--- config.mk ---
export PLATFORM = sky130hd
export DESIGN_NAME = irrx_capture
export DESIGN_NICKNAME = d
export VERILOG_FILES = /design/src/rtl/irrx_pkg.sv /design/src/rtl/irrx_ticker.sv /design/src/rtl/irrx_filter.sv /design/src/rtl/irrx_runlen.sv /design/src/rtl/irrx_fifo.sv /design/src/rtl/irrx_capture.sv
export SDC_FILE = /design/constraint.sdc
export NUM_CORES = 1
export LEC_CHECK = 0
export BUFFER_PORTS_ARGS = -buffer_cell sky130_fd_sc_hd__buf_4
export CORE_MARGIN = 2
export CORE_UTILIZATION = 56
export CTS_CLUSTER_DIAMETER = 100
export DETAILED_ROUTE_END_ITERATION = 16
export PLACE_DENSITY = 0.8
export RECOVER_POWER = 25
export SYNTH_ARGS = -nofsm -noshare
export SYNTH_HDL_FRONTEND = slang
export SYNTH_SLANG_ARGS = --single-unit
--- constraint.sdc ---
create_clock -name clk -period 5.45 [get_ports clk]
set_clock_uncertainty 0.2 [all_clocks]
set_input_delay 0 -clock clk [delete_from_list [all_inputs] [get_ports clk]]
set_output_delay 0 -clock clk [all_outputs]
set_load 0.02 [all_outputs]
--- src/rtl/irrx_pkg.sv ---
package irrx_pkg;
    localparam int DUR_W = 7;
    localparam logic [DUR_W-1:0] DUR_MAX = '1;

    typedef enum logic {
        RX_WAIT  = 1'b0,
        RX_FRAME = 1'b1
    } rx_state_e;

    typedef struct packed {
        logic             level;
        logic [DUR_W-1:0] dur;
    } entry_t;

    localparam int ENTRY_W = $bits(entry_t);

    // status flag positions
    localparam int ST_OVF  = 0;
    localparam int ST_END  = 1;
    localparam int ST_HALF = 4;
endpackage

--- src/rtl/irrx_ticker.sv ---
module irrx_ticker #(
    parameter int DIV_W = 8
) (
    input  logic             clk,
    input  logic             rst_n,
    input  logic [DIV_W-1:0] div_i,
    output logic             tick_o
);
    typedef struct packed {
        logic [DIV_W-1:0] cnt;
    } tk_t;

    tk_t tk_d, tk_q;

    always_comb begin
        tk_d   = tk_q;
        tick_o = (tk_q.cnt == div_i);
        if (tick_o) tk_d.cnt = '0;
        else        tk_d.cnt = tk_q.cnt + 1'b1;
    end

    always_ff @(posedge clk) begin
        if (!rst_n) tk_q <= '0;
        else        tk_q <= tk_d;
    end
endmodule

--- src/rtl/irrx_filter.sv ---
module irrx_filter #(
    parameter int FILT_W = 6
) (
    input  logic              clk,
    input  logic              rst_n,
    input  logic              tick_i,
    input  logic              raw_i,
    input  logic              invert_i,
    input  logic [FILT_W-1:0] thr_i,
    output logic              lvl_o
);
    typedef struct packed {
        logic              level;
        logic [FILT_W-1:0] gcnt;
    } fl_t;

    fl_t fl_d, fl_q;
    logic smp;

    always_comb begin
        fl_d = fl_q;
        smp  = raw_i ^ invert_i;
        if (tick_i) begin
            if (smp == fl_q.level) begin
                fl_d.gcnt = '0;
            end else if (fl_q.gcnt >= thr_i) begin
                fl_d.level = smp;
                fl_d.gcnt  = '0;
            end else begin
                fl_d.gcnt = fl_q.gcnt + 1'b1;
            end
        end
        lvl_o = fl_d.level;
    end

    always_ff @(posedge clk) begin
        if (!rst_n) fl_q <= '0;
        else        fl_q <= fl_d;
    end
endmodule

--- src/rtl/irrx_runlen.sv ---
module irrx_runlen
    import irrx_pkg::*;
#(
    parameter int IDLE_W = 8
) (
    input  logic              clk,
    input  logic              rst_n,
    input  logic              tick_i,
    input  logic              lvl_i,
    input  logic [DUR_W-1:0]  act_thr_i,
    input  logic [IDLE_W-1:0] idle_thr_i,
    output logic              push_o,
    output entry_t            entry_o,
    output logic              end_o
);
    typedef struct packed {
        rx_state_e         state;
        logic              level;
        logic [DUR_W-1:0]  run;
        logic [IDLE_W-1:0] idl;
    } rl_t;

    rl_t rl_d, rl_q;

    always_comb begin
        rl_d    = rl_q;
        push_o  = 1'b0;
        entry_o = '0;
        end_o   = 1'b0;
        if (tick_i) begin
            unique case (rl_q.state)
                RX_WAIT: begin
                    if (lvl_i) begin
                        if (({1'b0, rl_q.run} + 1'b1) >= {1'b0, act_thr_i}) begin
                            rl_d.state = RX_FRAME;
                            rl_d.level = 1'b1;
                            rl_d.idl   = '0;
                        end
                        rl_d.run = rl_q.run + 1'b1;
                    end else begin
                        rl_d.run = '0;
                    end
                end
                RX_FRAME: begin
                    if (lvl_i != rl_q.level) begin
                        push_o     = 1'b1;
                        entry_o    = '{level: rl_q.level, dur: rl_q.run};
                        rl_d.level = lvl_i;
                        rl_d.run   = DUR_W'(1);
                        rl_d.idl   = lvl_i ? '0 : IDLE_W'(1);
                    end else if (!rl_q.level && (rl_q.idl >= idle_thr_i)) begin
                        push_o     = 1'b1;
                        entry_o    = '{level: 1'b0, dur: rl_q.run};
                        end_o      = 1'b1;
                        rl_d.state = RX_WAIT;
                        rl_d.run   = '0;
                        rl_d.idl   = '0;
                    end else begin
                        if (rl_q.run == DUR_MAX) begin
                            push_o   = 1'b1;
                            entry_o  = '{level: rl_q.level, dur: DUR_MAX};
                            rl_d.run = DUR_W'(1);
                        end else begin
                            rl_d.run = rl_q.run + 1'b1;
                        end
                        if (!rl_q.level && (rl_q.idl != '1))
                            rl_d.idl = rl_q.idl + 1'b1;
                    end
                end
                default: rl_d = rl_q;
            endcase
        end
    end

    always_ff @(posedge clk) begin
        if (!rst_n) rl_q <= '{state: RX_WAIT, level: 1'b0, run: '0, idl: '0};
        else        rl_q <= rl_d;
    end
endmodule

--- src/rtl/irrx_fifo.sv ---
module irrx_fifo #(
    parameter int DEPTH = 64,
    parameter int WIDTH = 8,
    localparam int AW = $clog2(DEPTH),
    localparam int CW = AW + 1
) (
    input  logic             clk,
    input  logic             rst_n,
    input  logic             push_i,
    input  logic [WIDTH-1:0] data_i,
    input  logic             pop_i,
    output logic [WIDTH-1:0] head_o,
    output logic [CW-1:0]    count_o,
    output logic             drop_o
);
    typedef struct packed {
        logic [AW-1:0] wptr;
        logic [AW-1:0] rptr;
        logic [CW-1:0] count;
    } ff_t;

    ff_t ff_d, ff_q;
    logic [WIDTH-1:0] mem_q [DEPTH];
    logic push_ok, pop_ok;

    always_comb begin
        ff_d    = ff_q;
        pop_ok  = pop_i && (ff_q.count != '0);
        push_ok = push_i && (ff_q.count != CW'(DEPTH));
        drop_o  = push_i && (ff_q.count == CW'(DEPTH));
        if (push_ok) ff_d.wptr = ff_q.wptr + 1'b1;
        if (pop_ok)  ff_d.rptr = ff_q.rptr + 1'b1;
        ff_d.count = ff_q.count + CW'(push_ok) - CW'(pop_ok);
        head_o  = (ff_q.count == '0) ? '0 : mem_q[ff_q.rptr];
        count_o = ff_q.count;
    end

    always_ff @(posedge clk) begin
        if (!rst_n) ff_q <= '0;
        else        ff_q <= ff_d;
    end

    always_ff @(posedge clk) begin
        if (push_ok) mem_q[ff_q.wptr] <= data_i;
    end
endmodule

--- src/rtl/irrx_capture.sv ---
module irrx_capture
    import irrx_pkg::*;
#(
    parameter int DIV_W  = 8,
    parameter int FILT_W = 6,
    parameter int IDLE_W = 8,
    parameter int DEPTH  = 64,
    localparam int CW     = $clog2(DEPTH) + 1,
    localparam int CNT_W  = 7,
    localparam int HALF   = DEPTH / 2
) (
    input  logic              clk,
    input  logic              rst_n,
    input  logic              ir_raw,
    input  logic [DIV_W-1:0]  cfg_div,
    input  logic              cfg_invert,
    input  logic [FILT_W-1:0] cfg_filt,
    input  logic [DUR_W-1:0]  cfg_active,
    input  logic [IDLE_W-1:0] cfg_idle,
    input  logic [7:0]        cfg_int_en,
    input  logic              pop,
    input  logic              clr_we,
    input  logic [7:0]        clr_bits,
    output logic [7:0]        rd_data,
    output logic [15:0]       status,
    output logic              irq
);
    typedef struct packed {
        logic ovf;
        logic fend;
    } fl_t;

    fl_t    st_d, st_q;
    logic   tick, lvl, rl_push, rl_end, drop;
    entry_t rl_entry;
    logic [CW-1:0] fifo_cnt;
    logic [7:0]    flags;

    irrx_ticker #(.DIV_W(DIV_W)) u_tick (
        .clk(clk), .rst_n(rst_n), .div_i(cfg_div), .tick_o(tick)
    );

    irrx_filter #(.FILT_W(FILT_W)) u_filt (
        .clk(clk), .rst_n(rst_n), .tick_i(tick), .raw_i(ir_raw),
        .invert_i(cfg_invert), .thr_i(cfg_filt), .lvl_o(lvl)
    );

    irrx_runlen #(.IDLE_W(IDLE_W)) u_run (
        .clk(clk), .rst_n(rst_n), .tick_i(tick), .lvl_i(lvl),
        .act_thr_i(cfg_active), .idle_thr_i(cfg_idle),
        .push_o(rl_push), .entry_o(rl_entry), .end_o(rl_end)
    );

    irrx_fifo #(.DEPTH(DEPTH), .WIDTH(ENTRY_W)) u_fifo (
        .clk(clk), .rst_n(rst_n), .push_i(rl_push), .data_i(rl_entry),
        .pop_i(pop), .head_o(rd_data), .count_o(fifo_cnt), .drop_o(drop)
    );

    always_comb begin
        st_d = st_q;
        if (clr_we && clr_bits[ST_OVF]) st_d.ovf  = 1'b0;
        if (clr_we && clr_bits[ST_END]) st_d.fend = 1'b0;
        if (drop)   st_d.ovf  = 1'b1;
        if (rl_end) st_d.fend = 1'b1;

        flags          = '0;
        flags[ST_OVF]  = st_q.ovf;
        flags[ST_END]  = st_q.fend;
        flags[ST_HALF] = (fifo_cnt >= CW'(HALF));
        status = {1'b0, CNT_W'(fifo_cnt), flags};
        irq    = |(flags & cfg_int_en);
    end

    always_ff @(posedge clk) begin
        if (!rst_n) st_q <= '0;
        else        st_q <= st_d;
    end
endmodule

**Word-level counts from Yosys, hierarchy flattened**

Memory sizes are Yosys's and may differ from the RTL's. A register that Yosys moved wholly into a read port is not among the register bits.
Index checks and enable logic that the tools add are counted.

- Bits in registers: 53
- Memory bits (writable): 512
- Input bits: 51
- Output and inout bits: 25
- Logic and storage cells: 99
- Memories kept: 1

Memory list:

| memory | depth | bits a word | rd ports | clocked after memory_dff | wr ports | RTL line | source |
|---|---|---|---|---|---|---|---|
| u_fifo.mem_q | 64 | 8 | 1 | 1 | 1 | irrx_fifo.sv:23 | `logic [WIDTH-1:0] mem_q [DEPTH];` |

- $add $sub $neg: 9
- Order comparisons: 4
- Equality and inequality tests: 11
- Muxes and demuxes: 42
- Bitwise gates (word level): 4
- Reduce and logical (&&, ||, !) cells: 16

Operator list:

| operator | number |
|---|---|
| 8-bit 2-to-1 mux | 9 |
| 17-bit one-hot mux with 2 select lines | 1 |
| 15-bit 2-to-1 mux | 2 |
| 6-bit 2-to-1 mux | 4 |
| 1-bit 2-to-1 mux | 21 |
| 7-bit 2-to-1 mux | 3 |
| 6-bit by 1-bit adder with 6-bit output, second input constant | 3 |
| 8-bit by 1-bit adder with 8-bit output, second input constant | 2 |
| 7-bit == test, second input constant | 2 |
| 7-bit by 1-bit adder with 8-bit output, second input constant | 1 |
| 5-bit by 8-bit bitwise AND with 8-bit output | 1 |
| 8-bit == test | 1 |
| 8-bit by 7-bit greater-or-equal comparator with 1-bit output | 1 |
| 8-bit greater-or-equal comparator | 1 |
| 8-bit != test, second input constant | 1 |
| 4-bit AND reduction | 2 |
| 8-bit OR reduction | 1 |
| 7-bit by 1-bit adder with 7-bit output | 1 |
| 7-bit by 1-bit adder with 7-bit output, second input constant | 1 |
| 7-bit by 6-bit greater-or-equal comparator with 1-bit output, second input constant | 1 |
| 1-bit logical AND | 7 |
| 7-bit zero test | 1 |
| 7-bit != test, second input constant | 1 |
| 7-bit nonzero test | 1 |
| other kinds (13) | 17 |

**Longest topological paths before layout**

- Depth after elaboration: 11
- Depth in mapped cells: 20
- Depth with buffers taken out: 19

**Hierarchy**

Synthesis repeated with hierarchy kept, for this count alone.

- Cells, all modules: 1376
- Area total of the unflattened synthesis: 23874.1 sq um

By module, submodules not included:

| module | instances | cells an instance | area each (sq um) | sequential area each (sq um) |
|---|---|---|---|---|
| irrx_fifo | 1 | 1057 | 21215.3 | 15875.2 |
| irrx_runlen | 1 | 193 | 1517.7 | 340.3 |
| irrx_filter | 1 | 63 | 553.0 | 140.1 |
| irrx_ticker | 1 | 44 | 446.7 | 160.2 |
| irrx_capture | 1 | 19 | 141.4 | 40.0 |

**Worst setup path after synthesis**

OpenSTA, ideal clock, no wires.

- Path type: reg2reg
- Start point: reg u_filt.fl_q[0] in the netlist's numbering
- End point: mem u_fifo.mem_q[0][7], data pin
- Library setup time: 681 ps
- Arrival: 4411 ps
- Required time: 4569 ps
- Slack: 158 ps
- Stages on the path, launching flop included: 11
- Path buffers: 1
- Period minus slack after synthesis: 5292 ps
- Path through: dfxtp_1 -> inv_1 -> ha_1 -> nand2b_1 -> a21oi_1 -> o221a_2 -> nor3_2 -> mux2i_1 -> clkbuf_1 -> nor2_1 -> nor3_1

RTL lines:

| what | RTL line | source |
|---|---|---|
| from (decl) | irrx_filter.sv:17 | `fl_t fl_d, fl_q;` |
| from (signal assigned) | irrx_filter.sv:38 | `else fl_q <= fl_d;` |
| to (decl) | irrx_fifo.sv:23 |  |

**Worst setup path after layout**

- Start point: reg u_tick.tk_q[0] in the netlist's numbering
- End point: mem u_fifo.mem_q[10][5] (enable)

- Cells in the longest elaborated chain, start to end: 9

Ends and longest elaborated chain:

| what | RTL line | source |
|---|---|---|
| from (decl) | irrx_ticker.sv:13 | `tk_t tk_d, tk_q;` |
| from (signal assigned) | irrx_ticker.sv:24 | `else tk_q <= tk_d;` |
| 8-bit == test * | irrx_ticker.sv:17 | `tick_o = (tk_q.cnt == div_i);` |
| 7-bit 2-to-1 mux | irrx_filter.sv:23 | `if (tick_i) begin` |
| 1-bit != test | irrx_runlen.sv:45 | `if (lvl_i != rl_q.level) begin` |
| 1-bit 2-to-1 mux | irrx_runlen.sv:45 |  |
| 1-bit 2-to-1 mux | irrx_runlen.sv:31 | `unique case (rl_q.state)` |
| 1-bit 2-to-1 mux * | irrx_runlen.sv:30 | `if (tick_i) begin` |
| 1-bit logical AND * | irrx_fifo.sv:29 | `push_ok = push_i && (ff_q.count != CW'(DEPTH));` |
| 1-bit 2-to-1 mux * | irrx_fifo.sv:44 | `if (push_ok) mem_q[ff_q.wptr] <= data_i;` |
| 1-bit 2-to-1 mux (implied by the code) * | irrx_fifo.sv:44 |  |

Every way passes the cells marked *; elsewhere a longest branch is shown, timed or not.

==> reports/summary.md <==
STA
* no — unrepaired setup endpoints after global routing
* 0 — final hold viol count
* 44 — total count of max-transition violations in the final report
* 0.9270 — ratio of final minimum period to clock period
* 0 ps — setup total negative slack
* -0.1508 — Max transition margin
* 0 — final setup violating endpoints
* 0.1979 GHz — upper clock frequency limit
* 1726 ps — transition time of the tightest slew-check pin
* 5052 ps — minimum clock period

Placed design
* 29980 um — estimated wirelength of the detail-placed design
* 0.8158 — routability congestion estimate from global placement
* 58 — input/output buffers

Logic synthesis
* 59 — post-synthesis cell type count
* 0.6543 — fraction of post-synthesis cell area in the top cell type by area
* 571 — flops & latches, synth
* 512 — count of flip-flops with a built-in enable after synthesis
* sky130_fd_sc_hd__edfxtp_1, sky130_fd_sc_hd__mux4_2, sky130_fd_sc_hd__dfxtp_1 — cell types with the largest area share after synthesis
* 0 — Synth async-reset ratio
* sky130_fd_sc_hd__edfxtp_1 — primary flip-flop cell chosen by synthesis mapping
* 1268 — cell count after synthesis
* 23500 um2 — post-synth design cell area
* 0 — count of synthesis-stage warnings from yosys
* 0.7046 — fraction of the yosys area taken by sequential cells
* 18.53 um2 — post-synthesis area per instance
* sky130_fd_sc_hd__edfxtp_1 — top cell type by total area after synthesis

Job
* 1 — MaxCap Viol Count

Global routing
* 0.2363 — GRT Overall Usage
* 12300 — vias in the first global route
* 0 — overall overflow remaining after global route
* 79 — pin count of the biggest net entering global routing
* 3 — number of antenna violations at the first check in global routing
* 75560 um — first-pass GRT wire length

Clocking
* 18 — number of buffers inserted for hold repair after clock tree synthesis
* 600 ps — clock latency of the later-clocked register in the worst-skew pair
* 0 — number of instances resized during post-cts repair
* 54 — clock buffers created by TritonCTS
* 2 — CTS HTree Levels
* 60 ps — clock transition time at the flip-flop clock pins of the worst setup and hold paths
* 3 — Max clock buf depth
* yes — TritonCTS clock tree
* 571 — Clock Sink Count
* sky130_fd_sc_hd__clkbuf_16 — buffer type at the clock tree root
* 0 — post-CTS setup repair buffer count

Die
* 43610 um2 — floorplan die area
* 76 — number of placed I/O pins
* 75 — number of placement rows
* 208.8 um — die extent in x
* 41670 um2 — Core Region
* 0.5640 — Starting Density
* 208.8 um — vertical die dimension

Worst setup path
* register — Worst Setup End Kind
* 20 — largest fanout of any net on the critical path
* register — nature of the critical path startpoint
* u_tick.tk_q[0]$_SDFF_PP0_ — first element of the critical path
* u_tick.tk_q[0]$_SDFF_PP0_ — worst reg2reg path startpoint
* 5080 ps — endpoint arrival time on the critical path
* 5480 ps — required time at the endpoint of the critical path
* register to register — Crit Path Class

Detailed routing
* 6.295 — detailed-route vias per instance
* 50120 um — total routed wirelength
* 5 — count of TritonRoute iterations in the first routing pass
* 12310 — Via Count
* 0 — Routed Antenna Nets
* 1399 — number of design-rule violations left by the first detailed-router iteration
* 0 — residual DRC count
* 25.64 um — average wire per standard cell

Layout
* 2803 — number of fillers in the final layout
* 12.68% — Area growth syn-to-layout
* 1461 — layout net count
* sky130_fd_sc_hd__edfxtp_1, sky130_fd_sc_hd__mux4_2, sky130_fd_sc_hd__nor2_1 — most used cells in the layout excluding fill and tap cells
* sky130_fd_sc_hd__edfxtp_1 — most common library cell in the layout ignoring fill and taps
* 0.2403 — layout cell share with drive strength beyond 1

Power
* 7322 uW — Internal Dissipation
* 0.009185 uW — Pleak
* 0.0003357 V — Max rail drop VDD
* 0.2338 — net switching share of the total power
* 0.096 — part of the power in combinational logic
* 2234 uW — net load switching power
* 0.395 — share of power burned in the clock network
* 0.510 — Seq pwr share
* 360.9 nW/um2 — P per Cell Area
* 9556 uW — power after layout

Hold path
* cfg_active[6] — startpoint of the most critical hold path
* input port to register — Hold Crit Class

Status
* finished with violations — run status
* max-capacitance violations, max-slew violations — violated checks

==> worst max-delay path, cell delays in order, from the launching register on <==
cell and delay, ps:
sky130_fd_sc_hd__dfxtp_1 420, sky130_fd_sc_hd__xnor2_1 140, sky130_fd_sc_hd__nand4_1 190, sky130_fd_sc_hd__dlygate4sd3_1 670, sky130_fd_sc_hd__nor2_4 350, sky130_fd_sc_hd__a21oi_1 210, sky130_fd_sc_hd__a31oi_4 270, sky130_fd_sc_hd__a21o_1 330
sky130_fd_sc_hd__nand4_1 920, sky130_fd_sc_hd__nor2_1 980
==> cell families after synthesis <==
| kind of cell | count (synthesis) | share of synthesized area |
|---|---|---|
| other | 1 | 0.0001596 |
| AND/OR/NAND/NOR | 244 | 0.04947 |
| flip-flops | 571 | 0.7046 |
| XOR/XNOR | 38 | 0.01416 |
| adder cells (fa/ha/maj) | 39 | 0.02109 |
| AO/OA/AOI/OAI | 94 | 0.02710 |
| buffers and inverters | 108 | 0.02023 |
| multiplexers | 173 | 0.1632 |
==> area by class of cell <==
class                   count  area [um2]  area share
repair buffers            113       817.0     0.03086
flip-flops and latches    571       16560      0.6255
inverters                  37       138.9    0.005245
diodes                      1       2.502  0.00009451
well taps                 539       674.4     0.02547
multi-input cells         594        6504      0.2456
clock buffers              64        1399     0.05283
clock inverters            36       379.1     0.01432
==> cell usage after synthesis (2+ instances only) <==
cell type	count
sky130_fd_sc_hd__o21bai_1	2
sky130_fd_sc_hd__a31oi_1	8
sky130_fd_sc_hd__and3_1	14
sky130_fd_sc_hd__nand3b_1	3
sky130_fd_sc_hd__and4_1	2
sky130_fd_sc_hd__or4_1	4
sky130_fd_sc_hd__buf_4	14
sky130_fd_sc_hd__ha_1	38
sky130_fd_sc_hd__or3_1	4
sky130_fd_sc_hd__nand2_1	30
sky130_fd_sc_hd__o211ai_1	2
sky130_fd_sc_hd__edfxtp_1	512
sky130_fd_sc_hd__and2_1	4
sky130_fd_sc_hd__nand2b_1	8
sky130_fd_sc_hd__a211oi_1	4
sky130_fd_sc_hd__xnor2_1	22
sky130_fd_sc_hd__nor2_1	115
sky130_fd_sc_hd__dfxtp_1	59
sky130_fd_sc_hd__nor3_1	2
sky130_fd_sc_hd__inv_1	37
sky130_fd_sc_hd__mux4_2	168
sky130_fd_sc_hd__a21oi_1	29
sky130_fd_sc_hd__o41ai_1	3
sky130_fd_sc_hd__mux2i_1	4
sky130_fd_sc_hd__nand4_1	16
sky130_fd_sc_hd__nand3_1	22
sky130_fd_sc_hd__a41oi_1	2
sky130_fd_sc_hd__xor2_1	16
sky130_fd_sc_hd__a31o_2	3
sky130_fd_sc_hd__o21a_1	7
sky130_fd_sc_hd__buf_2	14
sky130_fd_sc_hd__clkbuf_1	36
sky130_fd_sc_hd__a21o_1	5
sky130_fd_sc_hd__buf_1	7
sky130_fd_sc_hd__o31ai_1	4
sky130_fd_sc_hd__a311o_1	2
sky130_fd_sc_hd__nor2b_1	14
sky130_fd_sc_hd__o21ai_0	11
==> stage by stage <==
step / setup slack, ps / hold slack (ps) / std cells / area [um2] / utilization
finish: 397.7 / 57.69 / 1955 / 26480 / 0.6355
global route: 107.2 / 112.7 / 1954 / 26470 / 0.6354
CTS: 533.7 / 39.23 / 1954 / 26600 / 0.6383
detailed placement: 1009 / 113.1 / 1836 / 24640 / 0.5913
global placement: 1084 / 111.3 / 1836 / 24640 / 0.5913
floorplan: 158.2 / -14.07 / 1273 / 23520 / -
==> power groups by stage <==
stage          registers [uW]  clock network [uW]  logic (uW)
2_1_floorplan            4840                   0         826
3_3_place_gp             4970                   0         934
3_5_place_dp             4970                   0         948
4_1_cts                  4880                3820         958
5_1_grt                  4890                3990         995
6_report                 4870                3770         916
==> path summary, 6_finish.rpt <==
kind	endpoint	slack, ps	cells past startpoint
max	u_fifo.mem_q[10][5]$_DFFE_PP_	400	9
min	u_run.rl_q[16]$_SDFFE_PN0P_	60	8
max reg2reg	u_fifo.mem_q[10][5]$_DFFE_PP_	400	9
min reg2reg	u_filt.fl_q[5]$_SDFFE_PN0P_	300	2
==> layer usage <==
| metal | vias up | routed length, um | GRT usage |
|---|---|---|---|
| li1 | 5290 | - | - |
| met1 | 6281 | 19650 | 0.3271 |
| met2 | 646 | 24410 | 0.3807 |
| met3 | 87 | 4674 | 0.05020 |
| met4 | 2 | 1381 | 0.07833 |
| met5 | - | 9 | 0 |
==> flip-flops by register name, summed over array words and instances, names as in the netlist, named ones only <==
name / flops
u_fifo.mem_q: 512
status: 2
u_fifo.ff_q: 12
u_filt.fl_q: 7
u_tick.tk_q: 8
u_run.rl_q: 17
u_fifo.count_o: 7
Power figures use the tool's default switching activity.
